[src/rtl/rop_pkg.sv]
`timescale 1ns/1ps
package rop_pkg;
  localparam int COLOR_W = 16;
  localparam int ROP_W   = 8;
  typedef logic [ROP_W-1:0]   rop_code_t;
  typedef logic [COLOR_W-1:0] color_t;
endpackage

[src/rtl/rop_expand.sv]
`timescale 1ns/1ps
// Operand selection: colour pixel, monochrome expansion, or solid foreground.
module rop_expand import rop_pkg::*; #(
  parameter int PIX_W = 16
) (
  input  logic [PIX_W-1:0] color_i,
  input  logic             bit_i,
  input  logic             mono_i,
  input  logic             solid_i,
  input  logic             transp_i,
  input  color_t           fg_i,
  input  color_t           bg_i,
  output logic [PIX_W-1:0] op_o,
  output logic             hide_o
);
  logic [PIX_W-1:0] fg_w, bg_w;
  logic             expand;

  assign fg_w   = fg_i[PIX_W-1:0];
  assign bg_w   = bg_i[PIX_W-1:0];
  assign expand = mono_i && !solid_i;

  always_comb begin
    if (solid_i)     op_o = fg_w;
    else if (mono_i) op_o = bit_i ? fg_w : bg_w;
    else             op_o = color_i;
  end

  assign hide_o = expand && transp_i && !bit_i;
endmodule

[src/rtl/rop_ternary.sv]
`timescale 1ns/1ps
// Per-bit 8:1 lookup of the raster-operation code.
module rop_ternary import rop_pkg::*; #(
  parameter int PIX_W = 16
) (
  input  rop_code_t        rop_i,
  input  logic [PIX_W-1:0] pat_i,
  input  logic [PIX_W-1:0] src_i,
  input  logic [PIX_W-1:0] dst_i,
  output logic [PIX_W-1:0] res_o
);
  for (genvar g = 0; g < PIX_W; g++) begin : g_bit
    logic [2:0] sel;
    assign sel      = {pat_i[g], src_i[g], dst_i[g]};
    assign res_o[g] = rop_i[sel];
  end
endmodule

[src/rtl/rop_pixel_unit.sv]
`timescale 1ns/1ps
module rop_pixel_unit import rop_pkg::*; #(
  parameter int PIX_W = 16
) (
  input  logic             clk_i,
  input  logic             rst_ni,
  input  logic             valid_i,
  input  logic [PIX_W-1:0] src_i,
  input  logic             src_bit_i,
  input  logic [PIX_W-1:0] pat_i,
  input  logic             pat_bit_i,
  input  logic [PIX_W-1:0] dst_i,
  input  logic [7:0]       rop_i,
  input  logic [15:0]      fg_i,
  input  logic [15:0]      bg_i,
  input  logic             transp_i,
  input  logic             src_mono_i,
  input  logic             pat_mono_i,
  input  logic             src_solid_i,
  input  logic             brush_solid_i,
  output logic             valid_o,
  output logic [PIX_W-1:0] pix_o,
  output logic             we_o
);
  logic [PIX_W-1:0] src_op, pat_op, rop_res;
  logic             src_hide, pat_hide, hide;

  rop_expand #(.PIX_W(PIX_W)) u_src_exp (
    .color_i (src_i),
    .bit_i   (src_bit_i),
    .mono_i  (src_mono_i),
    .solid_i (src_solid_i),
    .transp_i(transp_i),
    .fg_i    (fg_i),
    .bg_i    (bg_i),
    .op_o    (src_op),
    .hide_o  (src_hide)
  );

  rop_expand #(.PIX_W(PIX_W)) u_pat_exp (
    .color_i (pat_i),
    .bit_i   (pat_bit_i),
    .mono_i  (pat_mono_i),
    .solid_i (brush_solid_i),
    .transp_i(transp_i),
    .fg_i    (fg_i),
    .bg_i    (bg_i),
    .op_o    (pat_op),
    .hide_o  (pat_hide)
  );

  rop_ternary #(.PIX_W(PIX_W)) u_rop (
    .rop_i(rop_i),
    .pat_i(pat_op),
    .src_i(src_op),
    .dst_i(dst_i),
    .res_o(rop_res)
  );

  assign hide = src_hide || pat_hide;

  always_ff @(posedge clk_i or negedge rst_ni) begin
    if (!rst_ni) begin
      valid_o <= 1'b0;
      we_o    <= 1'b0;
      pix_o   <= '0;
    end else begin
      valid_o <= valid_i;
      we_o    <= valid_i && !hide;
      if (valid_i) pix_o <= hide ? dst_i : rop_res;
    end
  end


  valid_lat_chk: assert property (@(posedge clk_i) disable iff (!rst_ni)
    valid_i |=> valid_o);

  idle_lat_chk: assert property (@(posedge clk_i) disable iff (!rst_ni)
    !valid_i |=> !valid_o);

  we_gate_chk: assert property (@(posedge clk_i) disable iff (!rst_ni)
    !valid_o |-> !we_o);

  transp_pass_chk: assert property (@(posedge clk_i) disable iff (!rst_ni)
    (valid_i && hide) |=> (!we_o && pix_o == $past(dst_i)));

  solid_src_chk: assert property (@(posedge clk_i) disable iff (!rst_ni)
    (valid_i && src_solid_i && rop_i == 8'hCC && !pat_hide)
      |=> (we_o && pix_o == $past(fg_i[PIX_W-1:0])));

  solid_brush_chk: assert property (@(posedge clk_i) disable iff (!rst_ni)
    (valid_i && brush_solid_i && rop_i == 8'hF0 && !src_hide)
      |=> (we_o && pix_o == $past(fg_i[PIX_W-1:0])));
endmodule

[config.mk]
export PLATFORM = sky130hd
export DESIGN_NAME = rop_pixel_unit
export DESIGN_NICKNAME = d
export VERILOG_FILES = /design/src/rtl/rop_pkg.sv /design/src/rtl/rop_expand.sv /design/src/rtl/rop_ternary.sv /design/src/rtl/rop_pixel_unit.sv
export SDC_FILE = /design/constraint.sdc
export NUM_CORES = 1
export LEC_CHECK = 0
export ABC_AREA = 1
export ABC_CLOCK_PERIOD_IN_PS = 800
export BUFFER_PORTS_ARGS = -buffer_cell sky130_fd_sc_hd__buf_2
export CAP_MARGIN = 40
export CORE_UTILIZATION = 44
export DETAILED_ROUTE_END_ITERATION = 8
export GPL_TIMING_DRIVEN = 0
export PLACE_DENSITY = 0.7
export SKIP_LAST_GASP = 1
export SLEW_MARGIN = 5
export SYNTH_ARGS = -nofsm -noshare
export SYNTH_HDL_FRONTEND = slang
export SYNTH_SLANG_ARGS = --single-unit
[constraint.sdc]
create_clock -name clk_i -period 0.8 [get_ports clk_i]
set_input_delay 0 -clock clk_i [delete_from_list [all_inputs] [get_ports clk_i]]
set_output_delay 0 -clock clk_i [all_outputs]
set_load 0.02 [all_outputs]
==> flow_summary.ini, run 1 <==
[layout]
drive_above_1_share_pct = 28.1
layout_commonest_cell = nand2_1
design_area_um2 = 4580
n_fill_cell = 710
final_util_pct = 63.4
seqCellArea_um2 = 450
synthToLayoutAreaGrowth_pct = 39.9
mostFrequentLayoutCells = nand2_1, nand3_1, buf_2
multi_input_area_um2 = 2430
n_antenna_cell = 0
nets = 852

[job]
drv_cap = 0

[clocking]
root_buffer = clkbuf_8
cts_max_path_buffers = 2
worstSkewPairLatency_ns = 0.25
clkTransAtPathRegs_ns = 0.07
numCtsBuffers = 3
cts.sinks = 18
cts.htree.levels = 1
cts_tree = built

[worst_setup_path]
reg2reg_slack_ns = 0.06
cp-end-kind = flip-flop
crit_buf_inv = 3
crit_type = in2reg
crit_slowest_cell = o31ai_4
cp_data_required_time_ns = 0.99
crit_family = buffers and inverters
worst_path_largest_cell_delay_ns = 0.33
rr_worst_depth = 3
critPathArrivalTime_ns = 1.10
crit_cells = 8
path_max_fanout = 10
path_cells = buf_12, o31ai_4, nand2_4, buf_12, buf_4, nand3_2, nand2_1, nand2_1
start_kind = input pin

[yosys]
synth.ff_latch_count = 18
ys_types = 22
syn_area_um2 = 3270
seq_area_frac_synth_pct = 13.8
syn_avg_cell_area_um2 = 5.15
synthFlopType = dfrtp_1
ys_warn_count = 0
syn-num-nets = 733
synthCells = 635
async_flop_share_pct = 100
synth_enable_flop_cells = 0

[routing]
num_vias = 4566
drt-vias-per-instance = 5.37
avgRoutedWirePerCell_um = 14.2
drt_iter0_drc = 294
ant_nets = 0
drt_pass1_iterations = 6
totalWireLength_um = 12100
drc = 0

[outcome]
outcome = complete, but fails checks
violations = negative setup slack

[sta]
slew_violations = 0
finClkSkew_ns = 0
setup_ws_ns = -0.113
tightest_slew_ns = 0.486
rsz0062_at_grt = yes
setup-tns-final_ns = -1.37
period_needed_ns = 0.913
finalCritPeriodShare_pct = 114
finalSetupViolCount = 16
relSlewSlack_pct = 67.6
max_freq_mhz = 1090
hold_viol = 0

[die]
die_w_um = 88.2
io_pins = 116
start_util_pct = 45.4
dieHeight_um = 88.2
die_area_um2 = 7780
rows = 31
coreArea_um2 = 7210

[placed_design]
gp_congestion = 0.871
dpl_cell_area_um2 = 3890
portBuffers = 89
pre_cts_slack_ns = -0.488
place_hpwl_um = 8890

[global_route]
grt_overflow_total = 0
grt_pass1_vias = 3950
grt_start_max_net_pins = 19
grt_pass1_wl_um = 18200
track_usage_pct = 29.7
antenna_found_initial = 0

[pwr]
p_sw_mw = 2.03
clockPowerShare_pct = 13.4
p_sw_share_pct = 43.3
p_int_mw = 2.65
irDropWorstVdd_uv = 684
p_seq_share_pct = 24.5
finalPower_mw = 4.68
p_per_area_nw_per_um2 = 1020
leakagePower_nw = 2.61
power_frac_comb_pct = 62.1

[min_path]
hold_class = in2reg
hold_path_depth = 5
==> stage by stage <==
step / instances / hold WS [ns]
after global routing: 851 / 0.169
after detailed placement: 823 / -0.0433
after CTS: 835 / 0.123
after global placement: 823 / -0.0560
after floorplan: 635 / -0.296
final: 851 / 0.147
==> sequential cells by signal, indices dropped and copies added, names as in the netlist <==
name / cells
pix_o: 16
valid_o: 1
we_o: 1
==> metal layers <==
metal | part of all wire [%] | track usage, % | vias to the layer above | routed length (um)
met5 | 0 | 0 | - | 0
met4 | 2.2 | 6.60 | 0 | 271
met3 | 6.6 | 2.99 | 24 | 804
met2 | 49 | 54.3 | 212 | 5980
met1 | 42 | 37.5 | 2069 | 5070
li1 | - | - | 2261 | -
==> cells in the mapped netlist, types with 6 or more instances <==
master	count	area, um^2
o21ai_1	14	70.1
buf_2	24	120
buf_6	8	90.1
nand2_1	246	923
nand3_1	105	526
mux2i_1	17	170
dfrtp_1	18	450
a21oi_1	36	180
o21ai_0	34	170
clkbuf_1	6	22.5
nor2_1	40	150
inv_1	69	259
==> kinds of logic (layout without fill, tap and decap cells) <==
logic type	count (synthesis)	in the layout	share of synthesized area (%)
compound gates	85	85	13.5
buf+inv	118	235	17.1
flops	18	18	13.8
mux	17	17	5.20
simple gates	397	397	50.4
==> final cells by class <==
| cell class | instances | area share, % |
|---|---|---|
| buffer | 43 | 8.04 |
| clock buffer | 3 | 0.902 |
| inverter | 75 | 7.24 |
| multi-input combinational | 499 | 53.2 |
| sequential | 18 | 9.84 |
| tap | 99 | 2.71 |
| timing repair buffer | 114 | 18.1 |
==> power by group through the flow <==
stage | Sequential, mW | Clock [mW] | Combinational, mW
2_1_floorplan | 1.32 | 0 | 1.41
3_3_place_gp | 1.13 | 0 | 2.29
3_5_place_dp | 1.14 | 0 | 2.33
4_1_cts | 1.12 | 0.647 | 2.47
5_1_grt | 1.16 | 0.665 | 3.17
6_report | 1.15 | 0.627 | 2.91
==> timing repair <==
action	in CTS	in global routing
pin swaps	10	25
hold buffers	3	0
endpoints found under the setup margin	18	33
gates resized for setup	32	90
hold endpoints to repair	20	0
buffers inserted	4	13
gates cloned	2	3
==> final timing paths <==
| check | from | endpoint |
|---|---|---|
| max in group asynchronous | rst_ni | valid_o |
| min in group asynchronous | rst_ni | pix_o[5] |
| max reg2reg | pix_o[5] | pix_o[5] |
| min | valid_i | pix_o[2] |
| max | src_bit_i | pix_o[13] |
| min reg2reg | pix_o[2] | pix_o[2] |
==> worst register-to-register path, delay by kind of cell (launching register included) <==
family	cells	cell delay, ns
and+or+nand+nor	2	0.10
buffers and inverters	1	0.14
DFF	1	0.39
Power figures use the tool's default switching activity.
==> run 2: changes to the inputs <==
==> constraint.sdc (replaced) <==
create_clock -name clk_i -period 0.8 [get_ports clk_i]
set_input_delay 0.12 -clock clk_i [delete_from_list [all_inputs] [get_ports clk_i]]
set_output_delay 0.12 -clock clk_i [all_outputs]
set_load 0.02 [all_outputs]
==> flow_summary.ini, run 2 (synthesis results as in run 1) <==
[pwr]
p_int_mw = 2.70
leakagePower_nw = 2.64
clockPowerShare_pct = 13.2
p_seq_share_pct = 24.3
p_sw_share_pct = 43.4
finalPower_mw = 4.76
p_per_area_nw_per_um2 = 1030
p_sw_mw = 2.06
irDropWorstVdd_uv = 681
power_frac_comb_pct = 62.5

[global_route]
gr-usage-met2_pct = 54.7
antenna_found_initial = 0
grtUsageMet1_pct = 37.6
grt_pass1_vias = 3996
track_usage_pct = 29.9
gr-max-usage-layer = met2
met3_usage_pct = 2.99
grt_start_max_net_pins = 19
grt_pass1_wl_um = 18300
grt_overflow_total = 0

[worst_setup_path]
cp_data_required_time_ns = 0.99
path_max_fanout = 10
crit_type = in2reg
reg2reg_slack_ns = -0.05
cp-end-kind = flip-flop
start_kind = input pin
critPathArrivalTime_ns = 1.23

[routing]
drt_pass1_iterations = 5
drt-vias-per-instance = 5.40
num_vias = 4619
drc = 0
avgRoutedWirePerCell_um = 14.6
ant_nets = 0
drt_iter0_drc = 370
totalWireLength_um = 12500

[clocking]
cts.sinks = 18
root_buffer = clkbuf_8
worstSkewPairLatency_ns = 0.25
cts.htree.levels = 1
numCtsBuffers = 3
cts_tree = built
cts_max_path_buffers = 2
clkTransAtPathRegs_ns = 0.07

[sta]
max_freq_mhz = 964
relSlewSlack_pct = 64.8
setup_ws_ns = -0.237
finClkSkew_ns = 0
tightest_slew_ns = 0.529
rsz0062_at_grt = yes
finalCritPeriodShare_pct = 130
finalSetupViolCount = 34
hold_viol = 0
setup-tns-final_ns = -5.03
period_needed_ns = 1.04
hold_ws_ns = 0.0987
slew_violations = 0

[placed_design]
place_inst = 823
dpl_cell_area_um2 = 3890
place_hpwl_um = 8890
pre_cts_slack_ns = -0.608
gp_congestion = 0.871
portBuffers = 89

[layout]
top_regs = pix_o: 16 flops, valid_o: 1 flops, we_o: 1 flops
top_register = pix_o
largest_reg_flops = 16
n_antenna_cell = 0
instances_no_fill = 855
mostFrequentLayoutCells = nand2_1, nand3_1, buf_2
n_fill_cell = 686
layout_commonest_cell = nand2_1
synthToLayoutAreaGrowth_pct = 41.1
drive_above_1_share_pct = 29.0
nets = 856
final_util_pct = 64.0
design_area_um2 = 4620

[die]
start_util_pct = 45.4
die_w_um = 88.2
rows = 31
die_area_um2 = 7780
dieHeight_um = 88.2
io_pins = 116
coreArea_um2 = 7210

[outcome]
outcome = complete, but fails checks
violations = negative setup slack

[min_path]
hold_class = in2reg

[job]
drv_cap = 0
==> run 2: power by group through the flow <==
stage / logic (mW) / clock network, mW / registers, mW
final: 2.98 / 0.626 / 1.16
after global routing: 3.24 / 0.665 / 1.17
after CTS: 2.66 / 0.647 / 1.15
after detailed placement: 2.33 / 0 / 1.14
after global placement: 2.29 / 0 / 1.13
after floorplan: 1.41 / 0 / 1.32
==> run 2: layout make-up <==
class | count | area (um^2) | area share [%]
clock buffers | 3 | 41.3 | 0.894
flip-flops and latches | 18 | 450 | 9.75
repair buffers | 118 | 865 | 18.7
plain buffers | 43 | 365 | 7.91
multi-input cells | 499 | 2440 | 52.8
well taps | 99 | 124 | 2.68
inverters | 75 | 333 | 7.21
==> run 2: worst max-delay path, stage by stage <==
cell and delay (ns):
buf_12 0.13, o31ai_4 0.33, nand2_4 0.14, buf_12 0.17, buf_4 0.13, nand3_2 0.08, nand2_1 0.06, nand2_1 0.06
==> run 2: path summary, 6_finish.rpt <==
path                                 from  depth (start not counted)   endpoint
worst max-delay path            src_bit_i                          8  pix_o[13]
worst min-delay path             transp_i                          2       we_o
worst max register to register  pix_o[15]                          4  pix_o[15]
worst min register to register   pix_o[3]                          2   pix_o[3]
max in group asynchronous          rst_ni                          2    valid_o
min in group asynchronous          rst_ni                          2   pix_o[4]
==> run 2: metal layers <==
| metal | routed length [um] | vias up | share of wire (%) |
|---|---|---|---|
| li1 | - | 2264 | - |
| met1 | 5110 | 2091 | 41 |
| met2 | 6180 | 240 | 49 |
| met3 | 981 | 24 | 7.8 |
| met4 | 251 | 0 | 2.0 |
| met5 | 0 | - | 0 |
==> run 2: timing repair <==
action	4_1_cts	5_1_grt
gates cloned	2	4
setup endpoints to repair	35	35
pin swaps	10	15
setup buffers	8	14
hold buffers	1	0
resized for setup	65	62
hold endpoints to repair	18	0
